[config.mk]
export PLATFORM = sky130hd
export DESIGN_NAME = mant_rounder
export DESIGN_NICKNAME = d
export VERILOG_FILES = /design/src/rtl/mant_rounder.sv
export SDC_FILE = /design/constraint.sdc
export NUM_CORES = 1
export LEC_CHECK = 0
export CAP_MARGIN = 5
export CORE_MARGIN = 2
export CORE_UTILIZATION = 39
export DETAILED_ROUTE_END_ITERATION = 6
export GPL_TIMING_DRIVEN = 0
export PLACE_DENSITY = 0.79
export SYNTH_ARGS = -nofsm -noshare
export SYNTH_HDL_FRONTEND = slang
export SYNTH_SLANG_ARGS = --single-unit
[constraint.sdc]
create_clock -name clk -period 3.96 [get_ports clk]
set_input_delay 0.99 -clock clk [delete_from_list [all_inputs] [get_ports clk]]
set_output_delay 0.99 -clock clk [all_outputs]
set_load 0.005 [all_outputs]
[src/rtl/mant_rounder.sv]
module mant_rounder #(
  parameter int MANT_W = 24
) (
  input  logic              clk,
  input  logic              rst_n,
  input  logic [MANT_W-1:0] mant_in,
  input  logic              sticky_in,
  input  logic              sign_in,
  input  logic [1:0]        mode_in,
  output logic [MANT_W-2:0] mant_out,
  output logic              rnd_up,
  output logic              inexact,
  output logic              ovf_to_inf
);
  localparam int RW = MANT_W - 2;

  logic [RW-1:0] keep;
  logic          grd, rnd, lost, inc, to_inf;
  logic [RW:0]   sum;

  assign keep = mant_in[MANT_W-1:2];
  assign grd  = mant_in[1];
  assign rnd  = mant_in[0];
  assign lost = grd | rnd | sticky_in;

  always_comb begin
    unique case (mode_in)
      2'd0: begin
        inc    = grd & (rnd | sticky_in | keep[0]);
        to_inf = 1'b1;
      end
      2'd1: begin
        inc    = 1'b0;
        to_inf = 1'b0;
      end
      2'd2: begin
        inc    = lost & ~sign_in;
        to_inf = ~sign_in;
      end
      default: begin
        inc    = lost & sign_in;
        to_inf = sign_in;
      end
    endcase
  end

  assign sum = {1'b0, keep} + {{RW{1'b0}}, inc};

  always_ff @(posedge clk) begin
    if (!rst_n) begin
      mant_out   <= '0;
      rnd_up     <= 1'b0;
      inexact    <= 1'b0;
      ovf_to_inf <= 1'b0;
    end else begin
      mant_out   <= sum;
      rnd_up     <= inc;
      inexact    <= lost;
      ovf_to_inf <= to_inf;
    end
  end
endmodule

---- Word level (Yosys, flattened, before mapping) ----
Index checks and enable logic that the tools add are counted.
storage, ports and cells
  register bits after elaboration ......... 26
  input bits .............................. 30
  output and inout bits ................... 26
  word-level logic and storage cells ...... 18
operators by class
  add/subtract/negate cells ............... 1
  equal/unequal tests ..................... 2
  mux-type cells .......................... 2
  bitwise gates (word level) .............. 8
  reduce and logical (&&, ||, !) cells .... 1
operator list
  kind                                                                   number
  22-bit by 1-bit adder with 23-bit output                               1
  1-bit case mux with 3 select lines                                     2
  1-bit OR                                                               4
  1-bit bitwise AND                                                      3
  2-bit by 1-bit equality test with 1-bit output, second input constant  1
  2-bit equality test, second input constant                             1
  2-bit zero test                                                        1
  1-bit inverter                                                         1

---- Longest topological paths before layout ----
Gate-level depths: netlist of the first run.
  depth after elaboration ................. 5
  depth in mapped cells ................... 10
  mapped depth without buffers ............ 10

---- Worst setup path after synthesis of the first run ----
No wires, ideal clock.
  kind .................................... input to register
  start point ............................. input mode_in[1]
  end point ............................... register mant_out[20]
  setup time .............................. 71 ps
  arrival time ............................ 2,997 ps
  data required time ...................... 3,889 ps
  path slack .............................. 892 ps
  stages on the path ...................... 10
  buffers on the path ..................... 0
  cell sequence ........................... nor2b_1 > ha_1 > nor2_1 > a21o_1 > ha_1 > ha_1 > nand3_1 > or4_4 > or3_1 > a21oi_1
on the way
  word-level cells in the longest chain between the ends .. 3
  elaborated cells on any way between the ends .. 5
  those cells by class .................... 1 x add/sub; 2 x eq/ne; 1 x mux; 1 x reduce/logical
RTL lines
  element                                      line  source
  start, declared                              9     input logic [1:0] mode_in,
  2-bit equality test (tied with other cells)  27    unique case (mode_in)
  1-bit case mux with 3 select lines *         27
  via inc                                      18    logic grd, rnd, lost, inc, to_inf;
  22-bit by 1-bit adder with 23-bit output *   47    assign sum = {1'b0, keep} + {{RW{1'b0}}, inc};
  end signal, assigned                         56    mant_out <= sum;
  end, declared                                10    output logic [MANT_W-2:0] mant_out,
The timed path passes the listed nets; every way through them passes the cells marked *.
A chain may end at the register's enable or synchronous reset.

---- Worst setup path after layout of the first run ----
Ends and elaborated chain as after synthesis.

==> impl_metrics.tcl, run 1 <==
set metrics [dict create \
    status "complete, no violations" \
    commonest_register_cell_after_synthesis "dfxtp_1" \
    met2_usage 0.319 \
    synth.most_common_cell "dfxtp_1" \
    htreeDepth 1 \
    worstPathArrival_ns 3.79 \
    via_count_of_the_first_global_routing_pass 1158 \
    route.detailed.wl_per_inst_um 13.4 \
    globalRouteMet1Util 0.202 \
    die_y_um 58.3 \
    grt_max_degree 15 \
    synth_enable_flop_cells 0 \
    syn_nets 160 \
    nature_of_the_critical_path_endpoint "flop" \
    fin_crit_ns 3.53 \
    timing.final.max_slew_violations 0 \
    timing.max_slew.rel_slack 0.699 \
    placement.io_buffers 55 \
    cts_tree "yes" \
    insertedDiodeCount 0 \
    yosysTopAreaCell "dfxtp_1" \
    die-width_um 58.3 \
    final_net_count 220 \
    layout-drive-gt1-share 0.0430 \
    unrepaired_setup_endpoints_after_global_routing "no" \
    post_cts.resized_instances 0 \
    firstDrtPassIters 4 \
    clk_pin_slew_worst_paths_ns 0.14 \
    synth-warning-count 0 \
    leakagePower_nw 0.652 \
    most_area_consuming_cells_after_synthesis "dfxtp_1 (45%), xnor2_1 (5.3%), nor2_1 (5.2%), xor2_1 (4.6%), nand3_1 (3.5%)" \
    number_of_buffers_inserted_during_clock_tree_synthesis 3 \
    setup_tns_ns 0 \
    area_growth_pct 54.5 \
    drt.antenna.violating_nets 0 \
    grt.busiest_layer "met2" \
    hold_buffers 0 \
    global_route.usage.total 0.182 \
    report.final.setup_viol 0 \
    final_design_area_no_fill_sq_mm 0.00177 \
    gr-total-overflow 0 \
    yosysTopAreaCellShare 0.453 \
    synth.lib_cells_used.distinct 29 \
    cell_area_after_synthesis_sq_mm 0.00115 \
    fillerInstances 269 \
    hold_fails_final_rpt 0 \
    floorplan.core_area_sq_mm 0.00278 \
    dpl-instance-area_sq_mm 0.00174 \
    synth.avg_cell_area_sq_um 9.04 \
    clock_tree.root_cell "clkbuf_4" \
    cap_violations 0 \
    grt_pass1_wl_mm 4.80 \
    yosysSeqAreaShare 0.453 \
    detailroute.via_count 1137 \
    max_freq_mhz 284 \
    data_required_critical_path_ns 4.22 \
    placer_congestion_estimate 0.867 \
    total_die_area_sq_mm 0.00340 \
    worst-slew-pin-transition_ns 0.451 \
    max_vdd_drop_mv 0.221 \
    dr.first_iter.drc_count 17 \
    synthTopCellsByCount "dfxtp_1 (26), nor2_1 (16), nand3_1 (8)" \
    tritoncts_num_sinks 26 \
    critical_path_class "primary input to flop" \
    count_of_state_elements_after_synthesis 26 \
    grt.met3_usage 0.0536 \
    post-dp-hpwl_mm 2.28 \
    viasPerCell 5.24 \
    drcViolationCount 0 \
    grt_antenna_before_repair 0 \
    worst_setup_path_start_kind "primary input" \
    rows 19 \
    post-cts-setup-buffers 0 \
    synthArstFlopShare 0 \
    power_per_cell_area_mw_per_mm2 297 \
    wl_mm 2.91 \
    starting_density 0.413 \
    count_of_mapped_cells_out_of_synthesis 127 \
    holdCritPathClass "primary input to flop" \
    min_period_over_period 0.891 \
    cts_buffer_depth 2 \
    critical_path_fanout_max 7 \
    ioPinCount 56 \
]
[registers in the layout, indices dropped and copies added, names as in the netlist]
name,flops
inexact,1
mant_out,23
ovf_to_inf,1
rnd_up,1
[metal layers]
metal,wire (um),part of all wire
met1,1180,0.40
met2,1470,0.51
met3,218,0.075
met4,37,0.013
met5,0,0
[critical path, cell delays in order]
cell,delay (ns)
clkdlybuf4s50_1,0.54
nor2b_1,0.18
ha_1,0.25
nor2_1,0.10
a21o_1,0.13
ha_1,0.21
ha_1,0.22
nand3_1,0.18
or4_4,0.50
or3_1,0.36
a21oi_1,0.13
[logic make-up after synthesis]
group | Yosys count | share of synthesized area
multiplexers | 2 | 0.0174
adder cells (fa/ha/maj) | 3 | 0.0327
XOR/XNOR | 13 | 0.0991
AND/OR/NAND/NOR | 63 | 0.312
flip-flops | 26 | 0.453
buffers and inverters | 6 | 0.0207
AO/OA/AOI/OAI | 14 | 0.0654
[final cells by class]
| cell class | instances | area [sq um] | share of cell area |
|---|---|---|---|
| Buffer | 3 | 12.5 | 0.00705 |
| Multi-Input combinational cell | 95 | 604 | 0.341 |
| Tap cell | 31 | 38.8 | 0.0219 |
| Timing Repair Buffer | 55 | 551 | 0.310 |
| Inverter | 3 | 11.3 | 0.00635 |
| Sequential cell | 26 | 520 | 0.293 |
| Clock buffer | 4 | 36.3 | 0.0205 |
[through the flow]
step	hold WS [ns]	worst slack, ns	total power [mW]	std cells	util
finish	1.24	0.433	0.527	217	0.638
global route	1.26	0.251	0.551	217	0.638
CTS	1.24	0.420	0.528	217	0.638
detailed placement	1.60	0.0692	0.395	213	0.625
global placement	1.58	0.193	0.392	213	0.625
floorplan	1.08	0.892	0.317	127	-
[final timing paths]
kind	cells past startpoint	end	slack, ns	from
max	11	mant_out[20]	0.43	mode_in[1]
min	3	mant_out[22]	1.24	mant_in[23]
[power breakdown]
| group | internal (mW) | switching [mW] | leakage (nW) |
|---|---|---|---|
| logic | 0.0660 | 0.0424 | 0.415 |
| registers | 0.277 | 0.00394 | 0.216 |
| clock network | 0.0562 | 0.0810 | 0.0210 |
| total | 0.399 | 0.127 | 0.652 |
[cells in the final DEF (no fill, tap or decap), types with 2 or more instances in the layout]
cell type        instances
nand3_1                  8
clkbuf_4                 3
inv_1                    3
mux2i_1                  2
or3_1                    6
and4_1                   3
a21oi_1                  6
o21ai_0                  6
nor2_1                  16
nand4_1                  6
ha_1                     3
nor3_1                   6
clkbuf_1                 2
xor2_1                   6
dfxtp_1                 26
xnor2_1                  7
nand2_1                  6
clkdlybuf4s50_1         55
and2_1                   3
No activity file was read; power rests on OpenSTA's default activity.
==> run 2: changes to the inputs <==
--- a/config.mk
+++ b/config.mk
@@ -7,10 +7,11 @@
 export LEC_CHECK = 0
 export CAP_MARGIN = 5
 export CORE_MARGIN = 2
-export CORE_UTILIZATION = 39
+export CORE_UTILIZATION = 43
+export CTS_CLUSTER_DIAMETER = 150
 export DETAILED_ROUTE_END_ITERATION = 6
 export GPL_TIMING_DRIVEN = 0
-export PLACE_DENSITY = 0.79
+export PLACE_DENSITY = 0.85
 export SYNTH_ARGS = -nofsm -noshare
 export SYNTH_HDL_FRONTEND = slang
 export SYNTH_SLANG_ARGS = --single-unit
==> constraint.sdc (replaced) <==
create_clock -name clk -period 4.3 [get_ports clk]
set_input_delay 1.075 -clock clk [delete_from_list [all_inputs] [get_ports clk]]
set_output_delay 1.075 -clock clk [all_outputs]
set_load 0.005 [all_outputs]
==> run 2 against run 1 <==
Against the previous run: via count about the same; largest power group unchanged; critical path depth unchanged; flip-flop and latch count is the same; wire length shrank 0.76%; total power decreased by 12%; clock-buffer cell count fell by 1; non-clock buffer count stayed put.
==> impl_metrics.tcl, run 2 (synthesis results as in run 1) <==
set metrics [dict create \
    cpMaxStageDelayCell "clkdlybuf4s50_1" \
    worst_setup_path_start_kind "primary input" \
    crit_path_cell_trace "clkdlybuf4s50_1 > nor2b_1 > ha_1 > nor2_1 > a21o_1 > ha_1 > ha_1 > nand3_1 > or4_4 > or3_1 > a21oi_1" \
    largest_register_ff_count 23 \
    ioPinCount 56 \
    fin_crit_ns 3.60 \
    min_period_over_period 0.836 \
    max_vdd_drop_mv 0.251 \
    cpLargestDelayFamily "simple AND/OR/NAND/NOR gates" \
    number_of_buffers_inserted_during_clock_tree_synthesis 3 \
    whs_path_depth 3 \
    fin_worst_hold_slack_ns 1.33 \
    placement.io_buffers 55 \
    max_freq_mhz 278 \
    layout_common_cells "clkdlybuf4s50_1 (55), dfxtp_1 (26), nor2_1 (16)" \
    regArea_sq_um 520 \
    fillerInstances 210 \
    total_die_area_sq_mm 0.00310 \
    hold_buffers 0 \
    clk_pin_slew_worst_paths_ns 0.14 \
    tritoncts_num_sinks 26 \
    holdCritPathClass "primary input to flop" \
    die_y_um 55.7 \
    detailroute.via_count 1136 \
    layout-drive-gt1-share 0.0378 \
    dp_slack_ns 0.369 \
    dr.first_iter.drc_count 8 \
    final_util 0.704 \
    placer_congestion_estimate 0.873 \
    final_net_count 220 \
    htreeDepth 1 \
    cap_violations 0 \
    critical_path_class "primary input to flop" \
    starting_density 0.459 \
    register_name_with_the_most_flops "mant_out" \
    post-dp-hpwl_mm 2.35 \
    wl_mm 2.88 \
    area_growth_pct 53.2 \
    post-cts-setup-buffers 0 \
    slowest_delay_ns 0.54 \
    post_cts.resized_instances 0 \
    gr-total-overflow 0 \
    worstPathArrival_ns 3.86 \
    critical_path_fanout_max 7 \
    insertedDiodeCount 0 \
    floorplan.core_area_sq_mm 0.00250 \
    worst-slew-pin-transition_ns 0.488 \
    hold_path.startpoint "mant_in[23]" \
    viasPerCell 5.28 \
    power_per_cell_area_mw_per_mm2 263 \
    leakagePower_nw 0.645 \
    clock_tree.root_cell "clkbuf_4" \
    unrepaired_setup_endpoints_after_global_routing "no" \
    cts_buffer_depth 2 \
    via_count_of_the_first_global_routing_pass 1097 \
    nature_of_the_critical_path_endpoint "flop" \
    grt_pass1_wl_mm 4.74 \
    firstDrtPassIters 4 \
    drt.antenna.violating_nets 0 \
    crit_path_most_repeated_cell "ha_1" \
    grt_max_degree 14 \
    grt_antenna_before_repair 0 \
    report.final.setup_viol 0 \
    post-route-worst-setup-slack_ns 0.703 \
    drcViolationCount 0 \
    rows 18 \
    multiInputGateArea_sq_um 604 \
    global_route.usage.total 0.188 \
    route.detailed.wl_per_inst_um 13.4 \
    die-width_um 55.7 \
    hold_path_end "mant_out[22]" \
    hold_fails_final_rpt 0 \
    setup_tns_ns 0 \
    status "complete, no violations" \
    timing.max_slew.rel_slack 0.675 \
    worst-path-buf-inv 1 \
    data_required_critical_path_ns 4.56 \
    timing.final.max_slew_violations 0 \
    layout.cells.most_common "clkdlybuf4s50_1" \
    cts_tree "yes" \
]
[run 2: cell types whose count changed in the layout (fill, tap and decap cells not counted), sizes merged]
cell | before | now
clkbuf | 6 | 5
[run 2: layout make-up]
type	instances	area share
tap	30	0.0213
sequential	26	0.296
timing repair buffer	55	0.313
clock buffer	3	0.0128
multi-input combinational	95	0.344
buffer	3	0.00711
inverter	3	0.00640
[run 2: tightest hold or removal path: stages]
cell             delay, ns
clkdlybuf4s50_1       0.44
nand2_1               0.07
nor3_1                0.04
[run 2: how the worst max path moves through the flow]
stage | end | depth (start not counted) | slack (ns) | from
6_report | mant_out[20] | 11 | 0.70 | mode_in[1]
3_5_place_dp | mant_out[20] | 11 | 0.37 | mode_in[1]
5_1_grt | mant_out[20] | 11 | 0.52 | mode_in[1]
4_1_cts | mant_out[20] | 11 | 0.71 | mode_in[1]
2_1_floorplan | mant_out[20] | 10 | 1.15 | mode_in[1]
3_3_place_gp | mant_out[20] | 11 | 0.48 | mode_in[1]
[run 2: per-layer routing]
layer  wire [um]  global-route usage
met1        1130               0.195
met2        1480               0.354
met3         232              0.0535
met4          38              0.0697
met5           0                   0
[run 2: report_power, final]
group	switching [mW]	total [mW]	leakage, nW	internal, mW
sequential	0.00366	0.259	0.216	0.255
clock	0.0715	0.104	0.0138	0.0329
combinational	0.0395	0.100	0.415	0.0609
total	0.115	0.463	0.645	0.349
[run 2: metrics by stage]
stage               instance area [sq um]  instances  total power, mW
floorplan                            1150        127            0.292
global placement                     1740        212            0.360
detailed placement                   1740        212            0.365
CTS                                  1760        215            0.465
global route                         1760        215            0.481
finish                               1760        215            0.463
==> run 3: changes to the inputs <==
--- a/config.mk
+++ b/config.mk
@@ -7,11 +7,11 @@
 export LEC_CHECK = 0
 export CAP_MARGIN = 5
 export CORE_MARGIN = 2
-export CORE_UTILIZATION = 43
+export CORE_UTILIZATION = 36
 export CTS_CLUSTER_DIAMETER = 150
 export DETAILED_ROUTE_END_ITERATION = 6
 export GPL_TIMING_DRIVEN = 0
-export PLACE_DENSITY = 0.85
+export PLACE_DENSITY = 0.76
 export SYNTH_ARGS = -nofsm -noshare
 export SYNTH_HDL_FRONTEND = slang
 export SYNTH_SLANG_ARGS = --single-unit
==> constraint.sdc (replaced) <==
create_clock -name clk -period 3 [get_ports clk]
set_input_delay 0.75 -clock clk [delete_from_list [all_inputs] [get_ports clk]]
set_output_delay 0.75 -clock clk [all_outputs]
set_load 0.005 [all_outputs]
==> run 3 against run 2 <==
Against the previous run: critical path depth stayed put; clock-buffer cell count unchanged; wire length increased by 1.4%; die area increased by 18%.
==> impl_metrics.tcl, run 3 (synthesis results as in run 1) <==
set metrics [dict create \
    layout-drive-gt1-share 0.0798 \
    cts_buffer_depth 2 \
    wl_mm 2.92 \
    global_route.usage.total 0.169 \
    critical_path_class "primary input to flop" \
    hold_fails_final_rpt 0 \
    final_util 0.615 \
    clock_tree.root_cell "clkbuf_4" \
    die_y_um 60.5 \
    worst-slew-pin-transition_ns 0.491 \
    nature_of_the_critical_path_endpoint "flop" \
    post-route-worst-setup-slack_ns 0.154 \
    fin_worst_hold_slack_ns 0.823 \
    post_place_cells 226 \
    tritoncts_num_sinks 26 \
    fillerInstances 286 \
    htreeDepth 1 \
    final_design_area_no_fill_sq_mm 0.00188 \
    layout.cells.most_common "clkdlybuf4s50_1" \
    die-width_um 60.5 \
    viasPerCell 4.94 \
    cts_tree "yes" \
    starting_density 0.376 \
    setup_tns_ns 0 \
    grt_max_degree 16 \
    post-dp-hpwl_mm 2.30 \
    hold_buffers 0 \
    max_vdd_drop_mv 0.206 \
    crit_path_cell_trace "dlygate4sd2_1 > nor2b_1 > ha_1 > nor2_1 > a21o_1 > ha_4 > nand4_1 > or4_4 > buf_6 > or3_1 > a21oi_1" \
    fin_crit_ns 2.85 \
    cpMaxStageDelayCell "or4_4" \
    layout_common_cells "clkdlybuf4s50_1 (51), dfxtp_1 (26), nor2_1 (16)" \
    min_period_over_period 0.949 \
    leakagePower_nw 0.698 \
    gr-total-overflow 0 \
    total_die_area_sq_mm 0.00366 \
    placer_congestion_estimate 0.824 \
    grt_antenna_before_repair 0 \
    ioPinCount 56 \
    critical_path_fanout_max 7 \
    status "complete, no violations" \
    insertedDiodeCount 0 \
    largest_register_ff_count 23 \
    floorplan.core_area_sq_mm 0.00305 \
    filler_free_cell_count_of_the_finished_design 232 \
    data_required_critical_path_ns 3.26 \
    drt.antenna.violating_nets 0 \
    worstPathArrival_ns 3.11 \
    unrepaired_setup_endpoints_after_global_routing "no" \
    power_per_cell_area_mw_per_mm2 406 \
    timing.max_slew.rel_slack 0.673 \
    number_of_buffers_inserted_during_clock_tree_synthesis 3 \
    rows 20 \
    power.total_mw 0.762 \
    holdCritPathClass "primary input to flop" \
    worst_setup_path_start_kind "primary input" \
    cap_violations 0 \
    register_name_with_the_most_flops "mant_out" \
    drcViolationCount 0 \
    dr.first_iter.drc_count 23 \
    final_net_count 222 \
    max_freq_mhz 351 \
    timing.final.max_slew_violations 0 \
    slowest_delay_ns 0.51 \
    detailroute.via_count 1145 \
    area_growth_pct 63.5 \
    firstDrtPassIters 4 \
    report.final.setup_viol 0 \
    placement.io_buffers 55 \
    dp_slack_ns -0.619 \
    via_count_of_the_first_global_routing_pass 1087 \
    dpl-instance-area_sq_mm 0.00175 \
    worst-path-buf-inv 2 \
    cpLargestDelayFamily "simple AND/OR/NAND/NOR gates" \
    grt_pass1_wl_mm 4.64 \
    clk_pin_slew_worst_paths_ns 0.14 \
    route.detailed.wl_per_inst_um 12.6 \
]
## run 3: cell count changes in the layout (fill, tap and decap cells not counted), moves of 2 or more
cell and change:
buf_4 +2, clkdlybuf4s50_1 -4, dlygate4sd2_1 +2, dlymetal6s2s_1 +2, ha_1 -2, ha_4 +2
## run 3: final cells by class
class,count,area (sq um),share of cell area
Inverter,3,11.3,0.00600
Clock inverter,1,30.0,0.0160
Timing Repair Buffer,57,568,0.302
Sequential cell,26,520,0.277
Clock buffer,3,22.5,0.0120
Multi-Input combinational cell,95,652,0.347
Tap cell,44,55.1,0.0293
Buffer,3,18.8,0.00999
## run 3: per-layer routing
metal | GRT usage | vias up | part of all wire
met5 | 0 | - | 0
met4 | 0.0683 | 0 | 0.014
met3 | 0.0490 | 4 | 0.070
met2 | 0.298 | 44 | 0.51
met1 | 0.191 | 527 | 0.41
li1 | - | 570 | -
## run 3: final timing paths
check                       from      endpoint  slack, ns  depth (start not counted)
worst min-delay path     sign_in    ovf_to_inf       0.82                          3
worst max-delay path  mode_in[1]  mant_out[21]       0.15                         11
## run 3: where the power goes
part           total (mW)  internal (mW)  switching (mW)
clock               0.242          0.135           0.106
sequential          0.371          0.366         0.00514
combinational       0.150         0.0905          0.0592
## run 3: repair_timing
action | 4_1_cts | 5_1_grt
setup endpoints to repair | 6 | 6
resized for setup | 9 | 5
setup buffers | 1 | 1
pin swaps | 6 | 5
